## config.mk

```make
export PLATFORM = sky130hd
export DESIGN_NAME = sio_core
export DESIGN_NICKNAME = d
export VERILOG_FILES = /design/src/rtl/sio_pkg.sv /design/src/rtl/sio_baud.sv /design/src/rtl/sio_rx.sv /design/src/rtl/sio_rxq.sv /design/src/rtl/sio_tx.sv /design/src/rtl/sio_core.sv
export SDC_FILE = /design/constraint.sdc
export NUM_CORES = 1
export LEC_CHECK = 0
export ABC_CLOCK_PERIOD_IN_PS = 2700
export BUFFER_PORTS_ARGS = -buffer_cell sky130_fd_sc_hd__buf_4
export CAP_MARGIN = 30
export CORE_ASPECT_RATIO = 2
export CORE_MARGIN = 3
export CORE_UTILIZATION = 46
export DETAILED_ROUTE_END_ITERATION = 10
export HOLD_SLACK_MARGIN = 0.05
export PLACE_DENSITY = 0.68
export RECOVER_POWER = 100
export SYNTH_ARGS = -nofsm -noshare
export SYNTH_HDL_FRONTEND = slang
export SYNTH_SLANG_ARGS = --single-unit
```

## constraint.sdc

```tcl
create_clock -name clk -period 2.7 [get_ports clk]
set_input_delay 0.54 -clock clk [delete_from_list [all_inputs] [get_ports clk]]
set_output_delay 0.54 -clock clk [all_outputs]
set_load 0.05 [all_outputs]
```

## src/rtl/sio_pkg.sv

```systemverilog
// Shared definitions for the serial transceiver: register addresses,
// bit positions and the serializer state type.
package sio_pkg;
    localparam int DATA_W   = 8;
    localparam int OVS      = 16;                  // ticks per bit
    localparam int TCNT_W   = $clog2(OVS);
    localparam int MID_TICK = OVS / 2 - 1;

    localparam logic [1:0] A_DATA = 2'd0;
    localparam logic [1:0] A_STAT = 2'd1;
    localparam logic [1:0] A_CTRL = 2'd2;
    localparam logic [1:0] A_DIV  = 2'd3;

    localparam int C_RXIE = 0;
    localparam int C_TXIE = 1;
    localparam int C_HS   = 2;
    localparam int CTRL_W = 3;

    typedef enum logic [1:0] {ST_IDLE, ST_START, ST_DATA, ST_STOP} ser_state_t;
endpackage

```

## src/rtl/sio_baud.sv

```systemverilog
// Oversampling tick generator: one-cycle pulse every (div_i+1) clocks.
// Assumes div_i may change at any time; the counter simply restarts.
module sio_baud #(
    parameter int DIV_W = 8
) (
    input  logic             clk,
    input  logic             rst_n,
    input  logic [DIV_W-1:0] div_i,
    output logic             tick_o
);
    logic [DIV_W-1:0] cnt_q;

    // Count clocks and emit a tick at the divisor limit.
    always_ff @(posedge clk) begin
        if (!rst_n) begin
            cnt_q  <= '0;
            tick_o <= 1'b0;
        end else if (cnt_q >= div_i) begin
            cnt_q  <= '0;
            tick_o <= 1'b1;
        end else begin
            cnt_q  <= cnt_q + 1'b1;
            tick_o <= 1'b0;
        end
    end
endmodule

```

## src/rtl/sio_rx.sv

```systemverilog
// 8N1 receiver at 16x oversampling. Validates the start bit at its midpoint,
// samples data bits at their midpoints, and reports either a good byte or a
// framing error at the stop-bit midpoint. Assumes rx_i is already synchronized.
module sio_rx
    import sio_pkg::*;
(
    input  logic              clk,
    input  logic              rst_n,
    input  logic              tick_i,
    input  logic              rx_i,
    output logic              valid_o,
    output logic              ferr_o,
    output logic [DATA_W-1:0] data_o
);
    ser_state_t        state_q;
    logic [TCNT_W-1:0] tcnt_q;
    logic [2:0]        bcnt_q;

    // Frame state machine driven by the oversampling tick.
    always_ff @(posedge clk) begin
        if (!rst_n) begin
            state_q <= ST_IDLE;
            tcnt_q  <= '0;
            bcnt_q  <= '0;
            data_o  <= '0;
            valid_o <= 1'b0;
            ferr_o  <= 1'b0;
        end else begin
            valid_o <= 1'b0;
            ferr_o  <= 1'b0;
            if (tick_i) begin
                unique case (state_q)
                    ST_IDLE: if (!rx_i) begin
                        state_q <= ST_START;
                        tcnt_q  <= '0;
                    end
                    ST_START: if (tcnt_q == TCNT_W'(MID_TICK)) begin
                        tcnt_q  <= '0;
                        bcnt_q  <= '0;
                        state_q <= rx_i ? ST_IDLE : ST_DATA;
                    end else tcnt_q <= tcnt_q + 1'b1;
                    ST_DATA: if (tcnt_q == TCNT_W'(OVS - 1)) begin
                        tcnt_q <= '0;
                        data_o <= {rx_i, data_o[DATA_W-1:1]};
                        bcnt_q <= bcnt_q + 1'b1;
                        if (bcnt_q == 3'd7) state_q <= ST_STOP;
                    end else tcnt_q <= tcnt_q + 1'b1;
                    ST_STOP: if (tcnt_q == TCNT_W'(OVS - 1)) begin
                        state_q <= ST_IDLE;
                        valid_o <= rx_i;
                        ferr_o  <= !rx_i;
                    end else tcnt_q <= tcnt_q + 1'b1;
                    default: state_q <= ST_IDLE;
                endcase
            end
        end
    end
endmodule

```

## src/rtl/sio_rxq.sv

```systemverilog
// Receive queue: DEPTH-entry first-in first-out store. A push while full and
// a pop while empty are both ignored; the caller decides what a drop means.
module sio_rxq #(
    parameter int W     = 8,
    parameter int DEPTH = 4
) (
    input  logic                       clk,
    input  logic                       rst_n,
    input  logic                       push_i,
    input  logic [W-1:0]               din_i,
    input  logic                       pop_i,
    output logic [W-1:0]               dout_o,
    output logic                       full_o,
    output logic                       empty_o
);
    localparam int PTR_W = (DEPTH > 1) ? $clog2(DEPTH) : 1;
    localparam int CNT_W = $clog2(DEPTH + 1);

    logic [W-1:0]     mem_q [DEPTH];
    logic [PTR_W-1:0] wptr_q, rptr_q;
    logic [CNT_W-1:0] cnt_q;
    logic             do_push, do_pop;

    assign full_o  = (cnt_q == CNT_W'(DEPTH));
    assign empty_o = (cnt_q == '0);
    assign do_push = push_i && !full_o;
    assign do_pop  = pop_i && !empty_o;
    assign dout_o  = mem_q[rptr_q];

    // Store incoming bytes at the write pointer.
    always_ff @(posedge clk) begin
        if (do_push) mem_q[wptr_q] <= din_i;
    end

    // Advance pointers and occupancy.
    always_ff @(posedge clk) begin
        if (!rst_n) begin
            wptr_q <= '0;
            rptr_q <= '0;
            cnt_q  <= '0;
        end else begin
            if (do_push) wptr_q <= (wptr_q == PTR_W'(DEPTH - 1)) ? '0 : wptr_q + 1'b1;
            if (do_pop)  rptr_q <= (rptr_q == PTR_W'(DEPTH - 1)) ? '0 : rptr_q + 1'b1;
            cnt_q <= cnt_q + CNT_W'(do_push) - CNT_W'(do_pop);
        end
    end


    no_overflow_chk: assert property (@(posedge clk) disable iff (!rst_n)
        cnt_q <= CNT_W'(DEPTH));

    empty_pop_chk: assert property (@(posedge clk) disable iff (!rst_n)
        empty_o && pop_i && !push_i |=> empty_o);
endmodule

```

## src/rtl/sio_tx.sv

```systemverilog
// 8N1 transmitter shift stage. Loads a byte on start_i when idle, then sends
// start, data LSB first and stop, each bit lasting 16 ticks.
module sio_tx
    import sio_pkg::*;
(
    input  logic              clk,
    input  logic              rst_n,
    input  logic              tick_i,
    input  logic              start_i,
    input  logic [DATA_W-1:0] data_i,
    output logic              busy_o,
    output logic              tx_o
);
    ser_state_t        state_q;
    logic [TCNT_W-1:0] tcnt_q;
    logic [2:0]        bcnt_q;
    logic [DATA_W-1:0] sh_q;

    assign busy_o = (state_q != ST_IDLE);

    // Select the line level from the current frame position.
    always_comb begin
        unique case (state_q)
            ST_START: tx_o = 1'b0;
            ST_DATA:  tx_o = sh_q[0];
            default:  tx_o = 1'b1;
        endcase
    end

    // Step through the frame one bit per 16 ticks.
    always_ff @(posedge clk) begin
        if (!rst_n) begin
            state_q <= ST_IDLE;
            tcnt_q  <= '0;
            bcnt_q  <= '0;
            sh_q    <= '0;
        end else if (state_q == ST_IDLE) begin
            if (start_i) begin
                sh_q    <= data_i;
                tcnt_q  <= '0;
                bcnt_q  <= '0;
                state_q <= ST_START;
            end
        end else if (tick_i) begin
            if (tcnt_q == TCNT_W'(OVS - 1)) begin
                tcnt_q <= '0;
                unique case (state_q)
                    ST_START: state_q <= ST_DATA;
                    ST_DATA: begin
                        sh_q   <= sh_q >> 1;
                        bcnt_q <= bcnt_q + 1'b1;
                        if (bcnt_q == 3'd7) state_q <= ST_STOP;
                    end
                    default: state_q <= ST_IDLE;
                endcase
            end else begin
                tcnt_q <= tcnt_q + 1'b1;
            end
        end
    end
endmodule

```

## src/rtl/sio_core.sv

```systemverilog
// Serial transceiver top: host register port, holding register, receive
// queue, sticky error flags, handshake and interrupt combination.
// Assumes rx_i and cts_i are asynchronous; both pass a two-flop synchronizer.
module sio_core #(
    parameter int          DIV_W     = 8,
    parameter int          DIV_RST   = 103,
    parameter int          RXQ_DEPTH = 4
) (
    input  logic       clk,
    input  logic       rst_n,
    input  logic       cs_i,
    input  logic       wr_i,
    input  logic       rd_i,
    input  logic [1:0] addr_i,
    input  logic [7:0] wdata_i,
    output logic [7:0] rdata_o,
    output logic       irq_o,
    input  logic       rx_i,
    output logic       tx_o,
    input  logic       cts_i,
    output logic       rts_o
);
    import sio_pkg::*;

    logic [1:0]        rx_sync_q, cts_sync_q;
    logic              rx_s, cts_s;
    logic [CTRL_W-1:0] ctrl_q;
    logic [DIV_W-1:0]  div_q;
    logic [DATA_W-1:0] hold_q, rx_data, q_dout;
    logic              hold_full, ovr_q, ferr_q;
    logic              tick, rx_valid, rx_ferr, q_full, q_empty, tx_busy;
    logic              wr_acc, rd_acc, wr_data, rd_stat, pop, hs_en, tx_go;

    assign rx_s    = rx_sync_q[1];
    assign cts_s   = cts_sync_q[1];
    assign wr_acc  = cs_i && wr_i;
    assign rd_acc  = cs_i && rd_i;
    assign wr_data = wr_acc && (addr_i == A_DATA);
    assign rd_stat = rd_acc && (addr_i == A_STAT);
    assign pop     = rd_acc && (addr_i == A_DATA);
    assign hs_en   = ctrl_q[C_HS];
    assign tx_go   = hold_full && !tx_busy && (!hs_en || cts_s);

    // Bring asynchronous line inputs into the clock domain.
    always_ff @(posedge clk) begin
        if (!rst_n) begin
            rx_sync_q  <= 2'b11;
            cts_sync_q <= 2'b00;
        end else begin
            rx_sync_q  <= {rx_sync_q[0], rx_i};
            cts_sync_q <= {cts_sync_q[0], cts_i};
        end
    end

    // Host-writable control and divisor registers.
    always_ff @(posedge clk) begin
        if (!rst_n) begin
            ctrl_q <= '0;
            div_q  <= DIV_W'(DIV_RST);
        end else if (wr_acc) begin
            if (addr_i == A_CTRL) ctrl_q <= wdata_i[CTRL_W-1:0];
            if (addr_i == A_DIV)  div_q  <= wdata_i[DIV_W-1:0];
        end
    end

    // Transmit holding register: filled by the host, drained by the shifter.
    always_ff @(posedge clk) begin
        if (!rst_n) begin
            hold_q    <= '0;
            hold_full <= 1'b0;
        end else if (tx_go) begin
            hold_full <= 1'b0;
        end else if (wr_data && !hold_full) begin
            hold_q    <= wdata_i;
            hold_full <= 1'b1;
        end
    end

    // Sticky error flags: set by the receiver, cleared by a status read.
    always_ff @(posedge clk) begin
        if (!rst_n) begin
            ovr_q  <= 1'b0;
            ferr_q <= 1'b0;
        end else begin
            ovr_q  <= (rx_valid && q_full) || (ovr_q && !rd_stat);
            ferr_q <= rx_ferr || (ferr_q && !rd_stat);
        end
    end

    sio_baud #(.DIV_W(DIV_W)) u_baud (
        .clk(clk), .rst_n(rst_n), .div_i(div_q), .tick_o(tick));

    sio_rx u_rx (
        .clk(clk), .rst_n(rst_n), .tick_i(tick), .rx_i(rx_s),
        .valid_o(rx_valid), .ferr_o(rx_ferr), .data_o(rx_data));

    sio_rxq #(.W(DATA_W), .DEPTH(RXQ_DEPTH)) u_rxq (
        .clk(clk), .rst_n(rst_n), .push_i(rx_valid), .din_i(rx_data),
        .pop_i(pop), .dout_o(q_dout), .full_o(q_full), .empty_o(q_empty));

    sio_tx u_tx (
        .clk(clk), .rst_n(rst_n), .tick_i(tick), .start_i(tx_go),
        .data_i(hold_q), .busy_o(tx_busy), .tx_o(tx_o));

    // Read multiplexer for the addressed register.
    always_comb begin
        rdata_o = '0;
        if (cs_i) begin
            unique case (addr_i)
                A_DATA: rdata_o = q_empty ? '0 : q_dout;
                A_STAT: rdata_o = {1'b0, cts_s, ferr_q, ovr_q,
                                   !hold_full && !tx_busy, !hold_full,
                                   q_full, !q_empty};
                A_CTRL: rdata_o = 8'(ctrl_q);
                default: rdata_o = 8'(div_q);
            endcase
        end
    end

    assign irq_o = (ctrl_q[C_RXIE] && !q_empty) || (ctrl_q[C_TXIE] && !hold_full);
    assign rts_o = !(hs_en && q_full);


    ovr_set_chk: assert property (@(posedge clk) disable iff (!rst_n)
        rx_valid && q_full |=> ovr_q);

    cts_gate_chk: assert property (@(posedge clk) disable iff (!rst_n)
        $rose(tx_busy) |-> (!$past(hs_en) || $past(cts_s)));

    hold_keep_chk: assert property (@(posedge clk) disable iff (!rst_n)
        hold_full && wr_data && !tx_go |=> hold_full && $stable(hold_q));
endmodule

```

; Word-level counts from Yosys, hierarchy flattened
; Memories as Yosys holds them, arrays and structs flattened. A register that Yosys moved wholly into a read port is not among the register bits.
; Cells that the tools add are included.
; Widths: inputs -> output; s select.
[totals]
mem_count = 1
ram_bits = 32
ff_bits = 78
out_inout_bits = 11
elab_cells = 157
[memory_table]
columns = memory, depth, word_bits, read_ports, rd_clocked_by_memory_dff, write_ports, line_no
row1 = u_rxq.mem_q, 4, 8, 1, 1, 1, sio_rxq.sv:19  ; logic [W-1:0] mem_q [DEPTH];
[op_classes]
n_reduce_logical = 51
n_eq_ne = 24
bitwise = 2
mux = 46
magnitude_cmp = 1
addsub = 9
[ops]
columns = op, n
row1 = $mux 8, 7
row2 = $mux 4, 8
row3 = $mux 2, 15
row4 = $pmux 8 s3, 1
row5 = $mux 3, 7
row6 = $logic_and 1x1->1, 17
row7 = $pmux 4 s4, 1
row8 = $reduce_and 4->1, 4
row9 = $eq 2x2->1 const B, 7
row10 = $reduce_bool 2->1, 5
row11 = $eq 3x3->1 const B, 3
row12 = $add 4x1->4 const B, 2
row13 = $add 8x1->8 const B, 1
row14 = $eq 4x4->1 const B, 2
row15 = $ge 8x8->1, 1
row16 = $logic_not 1->1, 8
row17 = $ne 2x1->1 const B, 4
row18 = $pmux 2 s4, 1
row19 = $reduce_and 2->1, 4
row20 = $add 3x1->3 const B, 2
row21 = $eq 2x1->1 const B, 3
row22 = $logic_not 2->1, 3
row23 = $ne 2x2->1 const B, 3
row24 = $pmux 3 s2, 1
row25 = 14 further kinds, 23

; Depth between registers and ports, before layout
[logic_depth]
ltp_word = 6
ltp_mapped = 11
ltp_nobuf = 10

; By module
; From an unflattened synthesis, not the netlist that was laid out.
[unflattened]
hier_cells = 513
area_unflattened_um2 = 5375.2
[by_module_without_submodules]
columns = mod, instances, cells_per_inst, area_per_inst_um2, seq_area_each_um2
row1 = sio_rxq, 1, 95, 1659.1, 1141.1
row2 = sio_core, 1, 149, 1267.5, 520.5
row3 = sio_tx, 1, 101, 957.2, 340.3
row4 = sio_rx, 1, 108, 939.7, 380.4
row5 = sio_baud, 1, 60, 551.8, 180.2

; Worst setup path after synthesis
; OpenSTA, ideal clock, no wires.
[synth_path]
kind = input to output
start = input addr_i[1]
end = output rdata_o[0]
arrival_time_ns = 2.594
n_path_buf = 2
cell_stages = 3
path_slack_ns = -0.434
required_time_ns = 2.160
path_cell_list = buf_2 -> clkbuf_1 -> o41ai_1
[synth_via]
elab_chain_len = 3
[synth_rtl]
columns = item, line_no
row1 = from (decl), sio_core.sv:14  ; input logic [1:0] addr_i,
row2 = $eq 2x2->1 (tied with other cells), sio_core.sv:109  ; unique case (addr_i)
row3 = $pmux 8 s3 *, sio_core.sv:109
row4 = $mux 8 *, sio_core.sv:108  ; if (cs_i) begin
row5 = to (decl), sio_core.sv:16  ; output logic [7:0] rdata_o,
; Every way passes the cells marked *; elsewhere a longest branch is shown, timed or not.

==> flow_summary.yaml <==
routing:
  viasPerCell: 5.51
  wl_mm: 10.9
  ant_nets: 0
  drtIter0Drc: 178
  drt_pre_antenna_iters: 4
  post_drt_wl_per_cell_microns: 16.6
  vias: 3614
  drc: 0
die:
  die_y_microns: 155
  die_x_microns: 80.7
  start_util_pct: 47.2
  dieArea_sq_mm: 0.0125
  io_pins: 28
  core_sq_mm: 0.0109
  rows: 54
grt:
  grt_first_pass_wirelength_mm: 18.1
  grt_antenna_before_repair: 0
  grt_usage_pct: 19.0
  use_met3_pct: 3.59
  grt_most_used_layer: "met2"
  grt_max_degree: 33
  overflow: 0
  met2_usage_pct: 35.7
  grt_use_met1_pct: 19.8
  grt_pass1_vias: 3779
sta:
  fin_skew_ns: 0.00849
  post-route-period-util_pct: 96.0
  period_needed_ns: 2.59
  setup-violations-final: 0
  tightest_slew_ns: 1.38
  max_freq_ghz: 0.386
  maxSlewViolCount: 0
  hold_viol: 0
  tns_ns: 0
  maxSlewHeadroom_pct: 8.11
  rsz0062_at_grt: "false"
synthesis:
  synth.distinct_cells: 56
  postSynthCellCount: 488
  ys_warn_count: 0
  synth_flop_cell: "dfxtp_1"
  synth_enable_flop_cells: 32
  synthesis.nets: 536
  synth_seq_area_share_pct: 49.9
  ys_seq_elements: 112
  synth.avg_cell_area_sq_um: 10.5
  syn_area_sq_mm: 0.00514
  async_flop_share_pct: 0
critical_path:
  required_ns: 2.16
  end_kind: "primary output"
  r2r_setup_slack_ns: 0.17
  cp-start-kind: "register"
  crit-reg2reg-capture: "u_rxq.cnt_q[2]"
  r2r_start: "u_rxq.cnt_q[2]"
  cp_data_arrival_time_ns: 2.05
  critPathKind: "reg2out"
  crit_fanout: 4
  reg2reg_depth: 10
clocking:
  cts.sinks: 112
  numCtsBuffers: 9
  cts_tree: "done"
  cts_setup_buffers: 0
  cts_hold_buffers: 0
  post_cts_resized: 1
  root_buffer: "clkbuf_16"
  insertion_delay_ns: 0.36
  clk_pin_slew_ns: 0.08
  h-tree-depth: 3
  cts_max_path_buffers: 2
placed_design:
  portBuffers: 27
  place_hpwl_mm: 8.21
  placed_area_sq_mm: 0.00547
  finalWeightedCongestion: 0.797
  place_inst: 640
final_layout:
  instances_no_fill: 656
  regArea_sq_mm: 0.00256
  nets: 559
  final_common_cell: "dfxtp_1"
  multiInputGateArea_sq_mm: 0.00236
  postLayoutCellArea_sq_mm: 0.00573
  fill_cells: 1013
  drive_gt1_share_pct: 12.2
  syn_to_final_growth_pct: 11.5
  antennaDiodeCount: 0
  final_cell_mix: "dfxtp_1 (79), nor2_1 (59), mux2i_1 (37)"
worst_hold_path:
  whs_path_depth: 2
  hold_path_end: "cts_sync_q[0]"
  hp-class: "in2reg"
  min-delay-start: "cts_i"
power:
  ir_worst_vdd_v: 0.000406
  power.density_mw_per_mm2: 574
  leakagePower_nw: 2.27
  finalPower_mw: 3.29
flow_run:
  drv_cap: 0
status:
  outcome: "finished, final reports clean"
[routing by layer]
| metal | vias to the layer above | share of wire (%) |
|---|---|---|
| met5 | - | 0 |
| li1 | 1787 | - |
| met4 | 0 | 2.9 |
| met1 | 1764 | 38 |
| met3 | 18 | 3.0 |
| met2 | 45 | 56 |
[where the power goes]
group	leakage [nW]	switching, mW	internal (mW)
Combinational	1.18	0.117	0.0635
Sequential	0.944	0.0168	1.74
Clock	0.152	0.688	0.669
[final cells by class]
type / instances / share of cell area [%]
flip-flops and latches: 112 / 44.7
multi-input cells: 328 / 41.3
clock buffers: 9 / 3.93
repair buffers: 35 / 3.89
well taps: 140 / 3.06
inverters: 25 / 1.64
clock inverters: 7 / 1.46
[worst max path at each step]
stage | endpoint | slack [ns]
after detailed placement | u_rxq.cnt_q[2] | 0.20
after floorplan | rdata_o[4] | 0.16
after global routing | u_rxq.cnt_q[2] | 0.02
after global placement | u_rxq.cnt_q[2] | 0.26
after CTS | rdata_o[1] | 0.08
final | rdata_o[1] | 0.11
[flip-flops by register name, summed over array words and instances, names as in the netlist, 3 cells and up, named ones only]
signal / cells
ctrl_q: 3
div_q: 8
hold_q: 8
u_baud.cnt_q: 8
u_rx.bcnt_q: 3
u_rx.data_o: 8
u_rx.tcnt_q: 4
u_rxq.cnt_q: 3
u_rxq.mem_q: 32
u_tx.bcnt_q: 3
u_tx.sh_q: 8
u_tx.tcnt_q: 4
[stage by stage]
step	utilization (%)	hold slack, ns	setup WS [ns]
final	52.7	0.387	0.108
after global routing	52.7	0.375	0.0150
after CTS	53.2	0.381	0.0811
after detailed placement	50.3	0.396	0.201
after global placement	50.3	0.397	0.255
after floorplan	-	0.386	0.162
[critical path, cell delays in order (launching register included)]
cell	delay [ns]
dfxtp_2	0.39
mux4_2	0.52
mux2_2	0.27
a21oi_1	0.21
a211oi_1	0.09
buf_4	0.21
[logic make-up (layout without fill, tap and decap cells)]
family | count (synthesis) | after routing | share of synthesized area, %
AND/OR/NAND/NOR | 165 | 165 | 15.8
multiplexers | 47 | 47 | 11.2
adder cells (fa/ha/maj) | 31 | 31 | 7.70
AO/OA/AOI/OAI | 76 | 76 | 9.89
XOR/XNOR | 9 | 9 | 1.53
buffers and inverters | 48 | 76 | 4.04
flip-flops | 112 | 112 | 49.9
[cells in the mapped netlist, drive strengths merged (9+ instances only)]
cell type / instances / area share, %
dfxtp: 80 / 31
nor2: 59 / 4.3
mux2i: 37 / 7.2
nand2: 37 / 2.8
edfxtp: 32 / 19
ha: 30 / 7.3
inv: 25 / 1.8
a21oi: 23 / 2.2
nand3: 22 / 2.2
clkbuf: 12 / 0.93
buf: 11 / 1.3
a31oi: 9 / 1.2
and2: 9 / 1.1
No activity file was read; power rests on OpenSTA's default activity.
